--- src/rtl/cn_minsum_pkg.sv ---
package cn_minsum_pkg;
  localparam int DEG = 8;
  localparam int IDXW = $clog2(DEG);
endpackage

--- src/rtl/cn_sign_mag.sv ---
module cn_sign_mag #(
  parameter int Q = 6
) (
  input  logic [Q-1:0] msg,
  output logic         sgn,
  output logic [Q-2:0] mag
);
  function automatic logic [Q-2:0] sat_abs(input logic [Q-1:0] v);
    logic [Q-1:0] neg;
    neg = ~v + 1'b1;
    if (!v[Q-1]) return v[Q-2:0];
    if (neg[Q-1]) return {(Q-1){1'b1}};
    return neg[Q-2:0];
  endfunction

  assign sgn = msg[Q-1];
  assign mag = sat_abs(msg);


  always_comb begin
    most_neg_clamp_chk: assert (!(msg == {1'b1, {(Q-1){1'b0}}}) || mag == {(Q-1){1'b1}});
  end
endmodule

--- src/rtl/cn_two_min.sv ---
module cn_two_min
  import cn_minsum_pkg::*;
#(
  parameter int MW = 5
) (
  input  logic [DEG-1:0][MW-1:0] mags,
  output logic [MW-1:0]          min1,
  output logic [MW-1:0]          min2,
  output logic [IDXW-1:0]        min1_idx
);
  always_comb begin
    min1 = mags[0];
    min2 = {MW{1'b1}};
    min1_idx = '0;
    for (int k = 1; k < DEG; k++) begin
      if (mags[k] < min1) begin
        min2 = min1;
        min1 = mags[k];
        min1_idx = IDXW'(k);
      end else if (mags[k] < min2) begin
        min2 = mags[k];
      end
    end
  end


  always_comb begin
    min_order_chk: assert (min1 <= min2);
    min_idx_chk: assert (mags[min1_idx] == min1);
  end
endmodule

--- src/rtl/cn_out_build.sv ---
module cn_out_build #(
  parameter int Q = 6,
  parameter int OFFSET = 1
) (
  input  logic         sgn,
  input  logic [Q-2:0] mag_raw,
  output logic [Q-1:0] msg
);
  localparam int MW = Q - 1;

  function automatic logic [MW-1:0] sub_sat(input logic [MW-1:0] m);
    if (int'(m) <= OFFSET) return '0;
    return m - MW'(OFFSET);
  endfunction

  function automatic logic [Q-1:0] to_twos(input logic s, input logic [MW-1:0] m);
    logic [Q-1:0] p;
    p = {1'b0, m};
    if (m == '0) return '0;
    return s ? (~p + 1'b1) : p;
  endfunction

  logic [MW-1:0] mag_off;
  assign mag_off = sub_sat(mag_raw);
  assign msg = to_twos(sgn, mag_off);


  always_comb begin
    zero_no_sign_chk: assert (mag_off != '0 || msg == '0);
  end
endmodule

--- src/rtl/cn_offset_minsum.sv ---
module cn_offset_minsum
  import cn_minsum_pkg::*;
#(
  parameter int Q = 6,
  parameter int OFFSET = 1
) (
  input  logic             clk,
  input  logic             rst,
  input  logic             valid_in,
  input  logic [DEG*Q-1:0] v2c_msg,
  output logic             valid_out,
  output logic [DEG*Q-1:0] c2v_msg
);
  localparam int MW = Q - 1;

  logic [DEG-1:0]          sgns;
  logic [DEG-1:0][MW-1:0]  mags;
  logic [MW-1:0]           min1, min2;
  logic [IDXW-1:0]         min1_idx;
  logic                    parity;
  logic [DEG*Q-1:0]        next_out;

  for (genvar k = 0; k < DEG; k++) begin : g_in
    cn_sign_mag #(.Q(Q)) u_sm (
      .msg (v2c_msg[k*Q +: Q]),
      .sgn (sgns[k]),
      .mag (mags[k])
    );
  end

  cn_two_min #(.MW(MW)) u_min (
    .mags     (mags),
    .min1     (min1),
    .min2     (min2),
    .min1_idx (min1_idx)
  );

  assign parity = ^sgns;

  for (genvar k = 0; k < DEG; k++) begin : g_out
    logic [MW-1:0] sel_mag;
    logic          out_sgn;
    assign sel_mag = (min1_idx == IDXW'(k)) ? min2 : min1;
    assign out_sgn = parity ^ sgns[k];
    cn_out_build #(.Q(Q), .OFFSET(OFFSET)) u_ob (
      .sgn     (out_sgn),
      .mag_raw (sel_mag),
      .msg     (next_out[k*Q +: Q])
    );
  end

  always_ff @(posedge clk) begin
    if (rst) begin
      valid_out <= 1'b0;
      c2v_msg   <= '0;
    end else begin
      valid_out <= valid_in;
      if (valid_in) c2v_msg <= next_out;
    end
  end


  valid_lat_chk: assert property (@(posedge clk) disable iff (rst)
    valid_in |=> valid_out);

  valid_drop_chk: assert property (@(posedge clk) disable iff (rst)
    !valid_in |=> !valid_out);

  hold_out_chk: assert property (@(posedge clk) disable iff (rst)
    !valid_in |=> $stable(c2v_msg));
endmodule

--- config.mk ---
export PLATFORM = sky130hd
export DESIGN_NAME = cn_offset_minsum
export DESIGN_NICKNAME = d
export VERILOG_FILES = /design/src/rtl/cn_minsum_pkg.sv /design/src/rtl/cn_sign_mag.sv /design/src/rtl/cn_two_min.sv /design/src/rtl/cn_out_build.sv /design/src/rtl/cn_offset_minsum.sv
export SDC_FILE = /design/constraint.sdc
export NUM_CORES = 1
export LEC_CHECK = 0
export ABC_CLOCK_PERIOD_IN_PS = 19300
export CAP_MARGIN = 5
export CORE_MARGIN = 1.5
export CORE_UTILIZATION = 45
export DETAILED_ROUTE_END_ITERATION = 10
export DONT_BUFFER_PORTS = 1
export HOLD_SLACK_MARGIN = 0.03
export MAX_ROUTING_LAYER = met4
export PLACE_DENSITY = 0.65
export SKIP_CTS_REPAIR_TIMING = 1
export SLEW_MARGIN = 30
export SYNTH_ARGS = -nofsm -noshare
export SYNTH_HDL_FRONTEND = slang
export SYNTH_SLANG_ARGS = --single-unit
--- constraint.sdc ---
create_clock -name clk -period 19.3 [get_ports clk]
set_input_delay 1.93 -clock clk [delete_from_list [all_inputs] [get_ports clk]]
set_output_delay 1.93 -clock clk [all_outputs]
set_load 0.01 [all_outputs]
=== Word-level counts from Yosys, hierarchy flattened ===
Cells that the tools add are included.

* Register bits: 49
* Bits in latches: 0
* Memory bits (writable): 0
* Bits in read-only memories: 0
* Input bits: 51
* Output and inout bits: 49
* Word-level logic and storage cells: 229
* Memories: 0

* Add/subtract/negate cells: 24
* Multiply operators: 0
* Div/mod/pow operators: 0
* Magnitude comparators: 22
* Equality and inequality tests: 7
* Shift operators: 0
* Multiplexer cells: 140
* Bitwise logic cells: 24
* Reduce and logical (&&, ||, !) cells: 10

{| class="wikitable"
|+ Operator list
! cell !! count
|-
| $mux 5 || 77
|-
| $mux 6 || 24
|-
| $add 6x1->6 const B || 16
|-
| $lt 5x5->1 || 13
|-
| $not 5->6 || 8
|-
| $not 6->6 || 8
|-
| $le 5x1->1 const B || 8
|-
| $logic_not 5->1 || 8
|-
| $sub 5x1->5 const B || 8
|-
| $mux 1 || 33
|-
| $eq 3x3->1 const B || 4
|-
| $mux 3 || 4
|-
| $reduce_xor 8->1 || 1
|-
| $xor 1x1->1 || 8
|-
| $eq 3x2->1 const B || 2
|-
| $lt 5x5->1 const B || 1
|-
| $mux 2 || 2
|-
| $eq 3x1->1 const B || 1
|-
| $logic_not 3->1 || 1
|}

=== Longest topological paths before layout ===
Gate-level depths: netlist (run 1).

* Depth in word-level cells: 35
* Gate-level depth with buffers: 81
* Depth with buffers taken out: 78

=== Cells and area by module ===
From an unflattened synthesis (run 1), not the netlist that was laid out.

* Cell total of the unflattened synthesis: 1154
* Area, all modules: 9077.5 um^2

{| class="wikitable"
|+ By module, submodules not included
! module !! times used !! cells an instance !! area each (um^2) !! sequential area each (um^2)
|-
| cn_two_min || 1 || 447 || 3145.5 || 0.0
|-
| cn_offset_minsum || 1 || 219 || 2518.7 || 980.9
|-
| cn_out_build || 8 || 41 || 301.5 || 0.0
|-
| cn_sign_mag || 8 || 20 || 125.1 || 0.0
|}

=== Worst setup path after synthesis (run 1) ===
No wires, ideal clock.

* Path kind: input to register
* From: input v2c_msg[11]
* To: register c2v_msg[10]
* Library setup time: 71 ps
* Arrival: 17022 ps
* Data required time: 19229 ps
* Setup slack: 2208 ps
* Cell stages on the path: 72
* Path buffers: 12
* Cell sequence: buf_2 > nor3b_1 > nand3_1 > a31oi_1 > ha_1 > a21o_1 > a211oi_1 > nand3_1 > o22a_1 > o21ai_0 > ha_1 > a21oi_1 > o21ai_0 > a21oi_1 > and2_4 > buf_6 > clkbuf_1 > nor2_1 > (+36 left out) > o21ai_1 > nand3_1 > nor4_1 > and2_1 > buf_1 > clkbuf_1 > o22ai_1 > a21oi_1 > inv_1 > ha_1 > a311oi_2 > a2111o_2 > nand2_1 > ha_1 > and3_1 > ha_1 > or4_1 > a21oi_1

* Cells in the longest elaborated chain, start to end: 35
* Elaborated cells on any way between the ends: 63
* Those cells by class: add/sub: 3; order compare: 15; eq/ne: 1; mux: 39; bitwise: 3; reduce/logical: 2

{| class="wikitable"
|+ Ends and longest elaborated chain
! what !! line !! text
|-
| start: declaration || cn_offset_minsum.sv:10 || <nowiki>input logic [DEG*Q-1:0] v2c_msg,</nowiki>
|-
| $not 6->6 || cn_sign_mag.sv:10 || <nowiki>neg = ~v + 1'b1;</nowiki>
|-
| $add 6x1->6 || cn_sign_mag.sv:10 ||
|-
| $mux 1 (2 in series) || cn_sign_mag.sv:12 || <nowiki>if (neg[Q-1]) return {(Q-1){1'b1}};</nowiki>
|-
| $mux 5 || cn_sign_mag.sv:13 || <nowiki>return neg[Q-2:0];</nowiki>
|-
| $mux 5 || cn_sign_mag.sv:12 ||
|-
| $lt 5x5->1 || cn_two_min.sv:20 || <nowiki>end else if (mags[k] < min2) begin</nowiki>
|-
| $mux 5 || cn_two_min.sv:20 ||
|-
| $mux 5 || cn_two_min.sv:16 || <nowiki>if (mags[k] < min1) begin</nowiki>
|-
| (+18 left out) || - ||
|-
| $mux 5 || cn_offset_minsum.sv:43 || <nowiki>assign sel_mag = (min1_idx == IDXW'(k)) ? min2 : min1;</nowiki>
|-
| $le 5x1->1 || cn_out_build.sv:12 || <nowiki>if (int'(m) <= OFFSET) return '0;</nowiki>
|-
| $mux 1 || cn_out_build.sv:12 ||
|-
| $mux 5 || cn_out_build.sv:13 || <nowiki>return m - MW'(OFFSET);</nowiki>
|-
| $not 5->6 || cn_out_build.sv:20 || <nowiki>return s ? (~p + 1'b1) : p;</nowiki>
|-
| $add 6x1->6 || cn_out_build.sv:20 ||
|-
| $mux 6 || cn_out_build.sv:20 ||
|-
| $mux 6 (*) || cn_out_build.sv:20 ||
|-
| end signal: assignment || cn_offset_minsum.sv:58 || <nowiki>if (valid_in) c2v_msg <= next_out;</nowiki>
|-
| end: declaration || cn_offset_minsum.sv:12 || <nowiki>output logic [DEG*Q-1:0] c2v_msg</nowiki>
|}

Mark *: on every way between the ends. The rest lies on a longest branch, timed or not. The select of a mux whose other input is x is not followed.
A chain may end at the register's enable or synchronous reset.

=== Worst setup path after layout (run 1) ===
* From: input v2c_msg[10]
* To: register c2v_msg[29]

* Cells in the longest elaborated chain, start to end: 35
* Elaborated cells on any way between the ends: 62
* Those cells by class: add/sub: 3; order compare: 15; eq/ne: 1; mux: 40; bitwise: 2; reduce/logical: 1

{| class="wikitable"
|+ Ends and longest elaborated chain
! what !! line
|-
| $not 6->6 || cn_sign_mag.sv:10
|-
| $add 6x1->6 || cn_sign_mag.sv:10
|-
| $mux 1 (2 in series) || cn_sign_mag.sv:12
|-
| $mux 5 || cn_sign_mag.sv:13
|-
| $mux 5 (*) || cn_sign_mag.sv:12
|-
| $lt 5x5->1 || cn_two_min.sv:20
|-
| $mux 5 || cn_two_min.sv:20
|-
| $mux 5 || cn_two_min.sv:16
|-
| (+18 left out) || -
|-
| $mux 5 (*) || cn_offset_minsum.sv:43
|-
| $le 5x1->1 || cn_out_build.sv:12
|-
| $mux 1 || cn_out_build.sv:12
|-
| $mux 5 (*) || cn_out_build.sv:13
|-
| $not 5->6 || cn_out_build.sv:20
|-
| $add 6x1->6 || cn_out_build.sv:20
|-
| $mux 6 || cn_out_build.sv:20
|-
| $mux 6 (*) || cn_out_build.sv:20
|}

Marks and branches as above.

==> flow_summary.toml, run 1 <==
[sta]
setup_viol_count_final = 0
tns_ns = 0
relSlewSlack_pct = 46.2
final_max_slew_viol_count = 0
period_minus_slack_ns = 17.99
worstMarginPinSlew_ns = 0.802
clock_skew_ns = 0
min_period_over_period_pct = 93.2
fmax_mhz = 55.6
rsz0062_at_grt = "false"
hold_ws_ns = 0.487
hold_viol = 0

[yosys]
ys_seq_area_share_pct = 11.3
yosys.area.top_type = "ha_1"
netlist_top_cells_count = "163 x nand2_1, 148 x nor2_1, 99 x a21oi_1"
synthTopCellsByArea = "ha_1 11%, dfxtp_1 11%, nand2_1 7.0%"
synth_flop_cell = "dfxtp_1"
synth_cells = 1265
synth-async-reset-ratio_pct = 0
synth-edff-count = 0
syn_area_sq_um = 8690
synth_top_area_share_pct = 11.4
ys_seq_elements = 49
ys.warnings.count = 0
synth.distinct_cells = 107
synth_most_common_cell = "nand2_1"
avgSynthCellArea_sq_um = 6.87
synth_nets = 1395

[place]
io_buffer_count = 0
gp_congestion = 0.995
dp_hpwl_mm = 20.9

[floorplan]
die_w_microns = 142
initial_core_util_pct = 46.2
io-pin-count = 100
core-area_sq_um = 18800
die_height_microns = 142
die_area_sq_um = 20200
num_rows = 50

[grt]
antenna_found_initial = 0
grt_max_degree = 31
overflow = 0
grt_usage_pct = 26.0
grt_pass1_vias = 8478
grt_pass1_wl_mm = 42.3
grtUsageMet3_pct = 1.41
gr-usage-met2_pct = 42.9
grt_busiest_layer = "met2"
grt.met1_usage_pct = 34.7

[clock_network]
insertion_delay_ns = 0.29
cts-root-buf = "clkbuf_16"
cts-buffers-inserted = 5
cts_buffer_depth = 2
htree_num_levels = 2
clkSlewWorstSetupHoldPaths_ns = 0.06
tritoncts = "yes"
cts.sinks = 49

[final_layout]
finalNetCount = 1378
syn_to_final_growth_pct = 5.50
drive_gt1_share_pct = 7.21
diodes = 0
fillCellCount = 1911

[status]
status = "completed"

[route]
drc_errors = 0
antenna_left = 0
drt-vias-per-instance = 6.13
post_drt_wl_per_cell_microns = 17.1
drt_iter0_drc = 708
drtPass1Iterations = 5
vias = 9246
wl_mm = 25.8

[setup_path]
worstPathArrival_ns = 18.22
path_class = "in2reg"
critPathMaxStageDelay_ns = 0.50
cp_slowest_cell = "a2111oi_0"
start_kind = "primary input"
cp_data_required_time_ns = 19.53
crit_path_start = "v2c_msg[10]"
end_kind = "register"
path_max_fanout = 18
reg2reg_from = "c2v_msg[11]"
cpMostUsedCell = "ha_1"

[worst_hold_path]
hold_path.class = "reg2reg"
hp-start = "c2v_msg[7]"

[run]
cap_viol_max_count = 0
worst paths after layout:
check / end / slack [ns] / cells past startpoint
setup / recovery: c2v_msg[29] / 1.31 / 73
hold / removal: c2v_msg[7] / 0.49 / 2
setup reg to reg: c2v_msg[11] / 18.33 / 3
hold reg to reg: c2v_msg[7] / 0.49 / 2
flip-flops by register name (all words and copies together), names as in the netlist:
register	flops
c2v_msg	48
valid_out	1
critical path, delay by kind of cell:
family          cells  cell delay, ns
fa+ha+maj          11            3.13
buf+inv             9            0.94
simple gates       17            3.73
mux                 3            0.70
compound gates     33            7.74
routing by layer:
layer | wire length (microns) | vias up | part of all wire (%)
met5 | 0 | - | 0
met4 | 425 | 0 | 1.6
met3 | 1320 | 27 | 5.1
met2 | 12000 | 290 | 46
met1 | 12000 | 4287 | 47
li1 | - | 4642 | -
stage by stage:
step,utilization [%],instance area [sq um],cells,worst slack [ns]
after floorplan,-,8690,1265,2.21
after global placement,47.7,8990,1501,1.41
after detailed placement,47.8,8990,1501,1.14
after CTS,48.6,9150,1509,1.40
after global routing,48.7,9170,1509,0.0649
final,48.7,9170,1509,1.31
area by class of cell:
| type | count | area (sq um) | share of cell area, % |
|---|---|---|---|
| Multi-Input combinational cell | 1100 | 7280 | 79.3 |
| Timing Repair Buffer | 24 | 180 | 1.96 |
| Tap cell | 260 | 325 | 3.55 |
| Inverter | 68 | 255 | 2.78 |
| Clock inverter | 2 | 13.8 | 0.150 |
| Clock buffer | 6 | 139 | 1.51 |
| Sequential cell | 49 | 981 | 10.7 |
cells in the final DEF (no fill, tap or decap), drive strengths merged, types with 8 or more instances in the layout:
master / count
nand2: 163
nor2: 148
a21oi: 100
o21ai: 95
ha: 79
inv: 66
dfxtp: 49
nand3: 42
xnor2: 40
nor3: 35
a31oi: 25
buf: 24
a21o: 19
nor2b: 19
mux2i: 19
o211ai: 19
xor2: 18
and3: 17
a22o: 16
nand2b: 15
o31ai: 15
o21a: 14
and2: 14
a21boi: 11
a211oi: 11
or2: 11
or3: 10
o22ai: 10
a221oi: 9
nand4: 8
kinds of logic (layout without fill, tap and decap cells):
| group | count (synthesis) | count (layout) | share of synthesized area, % |
|---|---|---|---|
| AOI/OAI and AO/OA | 430 | 430 | 35.7 |
| xor gates and xnor gates | 58 | 58 | 5.84 |
| adders and majority gates | 80 | 80 | 11.5 |
| buffers and inverters | 116 | 100 | 5.43 |
| DFF | 49 | 49 | 11.3 |
| muxes | 23 | 23 | 2.79 |
| and+or+nand+nor | 509 | 509 | 27.5 |
Power of run 1 is not shown: default switching activity piles up to over one toggle a cycle in this logic, so the estimate is an artifact.
==> run 2, diff against run 1 <==
ABC_CLOCK_PERIOD_IN_PS = 14800   (was 19300)
PLACE_DENSITY = 0.67   (was 0.65)
clock period = 14.8 ns   (was 19.3 ns; I/O delays follow)
==> flow_summary.toml, run 2 (synthesis gave the netlist of run 1 again) <==
[status]
status = "completed"

[sta]
worstMarginPinSlew_ns = 1.02
clock_skew_ns = 0
min_period_over_period_pct = 97.6
tns_ns = 0
period_minus_slack_ns = 14.44
setup_ws_ns = 0.361
relSlewSlack_pct = 31.4
hold_viol = 0
fmax_mhz = 69.3
setup_viol_count_final = 0
final_max_slew_viol_count = 0

[floorplan]
io-pin-count = 100
initial_core_util_pct = 46.2
die_w_microns = 142
die_area_sq_um = 20200
num_rows = 50
core-area_sq_um = 18800
die_height_microns = 142

[clock_network]
cts_buffer_depth = 2
cts-root-buf = "clkbuf_16"
clkSlewWorstSetupHoldPaths_ns = 0.06
insertion_delay_ns = 0.29
tritoncts = "yes"
cts.sinks = 49
cts-buffers-inserted = 5
htree_num_levels = 2

[setup_path]
path_max_fanout = 5
critPathBufInv = 8
end_kind = "register"
path_delay_family = "compound AO/OA/AOI/OAI gates"
critPathMaxStageDelay_ns = 0.48
cp_data_required_time_ns = 14.97
path_class = "in2reg"
worstPathArrival_ns = 14.61
cp_slowest_cell = "a2111o_2"
start_kind = "primary input"

[place]
dp_hpwl_mm = 21.4
dp_cells = 1547
dpl_worst_slack_ns = -0.362
io_buffer_count = 0
gp_congestion = 1.00
dpl_cell_area_sq_um = 9500

[grt]
grt_pass1_vias = 8753
grt_usage_pct = 26.8
overflow = 0
antenna_found_initial = 0
grt_pass1_wl_mm = 43.4
grt_max_degree = 31

[final_layout]
largest_reg_flops = 48
finalNetCount = 1454
fillCellCount = 1816
diodes = 0
final_common_cell = "nand2_1"
final_cell_mix = "155 x nand2_1, 140 x nor2_1, 96 x buf_4"
syn_to_final_growth_pct = 18.7
reg.largest.list = "c2v_msg: 48 flops, valid_out: 1 flops"
regMostFlops = "c2v_msg"
stdcell_count = 1585
drive_gt1_share_pct = 20.2
fin_area_sq_um = 10300

[route]
vias = 9810
antenna_left = 0
drtPass1Iterations = 5
drc_errors = 0
drt-vias-per-instance = 6.19
wl_mm = 28.1
drt_iter0_drc = 859
post_drt_wl_per_cell_microns = 17.7

[worst_hold_path]
hold_path.class = "reg2reg"

[run]
cap_viol_max_count = 0
run 2: cell type report:
type	count	area [sq um]	area share (%)
Multi-Input combinational cell	1101	7850	76.1
Clock inverter	2	13.8	0.133
Tap cell	260	325	3.15
Inverter	68	255	2.47
Sequential cell	49	981	9.50
Clock buffer	6	139	1.35
Timing Repair Buffer	99	754	7.31
run 2: per-layer routing:
metal / share of wire, % / vias to the layer above / GRT usage (%)
met2: 48 / 393 / 43.3
met3: 6.5 / 72 / 2.76
met1: 43 / 4549 / 34.9
li1: - / 4796 / -
met5: 0 / - / -
met4: 3.2 / 0 / 9.55
run 2: per-stage QoR:
stage / hold WS [ns] / util (%)
after floorplan: 0.470 / -
after global placement: 0.485 / 50.4
after detailed placement: 0.488 / 50.4
after CTS: 0.497 / 51.2
after global routing: 0.522 / 54.8
final: 0.491 / 54.8
run 2: path summary, 6_finish.rpt:
check / cells after the start / slack [ns] / to / from
min: 2 / 0.49 / c2v_msg[7] / c2v_msg[7]
max: 75 / 0.36 / c2v_msg[10] / v2c_msg[4]
max reg2reg: 3 / 13.74 / c2v_msg[11] / c2v_msg[11]
min reg2reg: 2 / 0.49 / c2v_msg[7] / c2v_msg[7]
run 2: worst reg2reg max path, delay by kind of cell (launching register included):
kind / cells / cell delay, ns
AOI/OAI and AO/OA: 1 / 0.25
and+or+nand+nor: 2 / 0.32
DFF: 1 / 0.40
Power of run 2 is left out for the same reason.
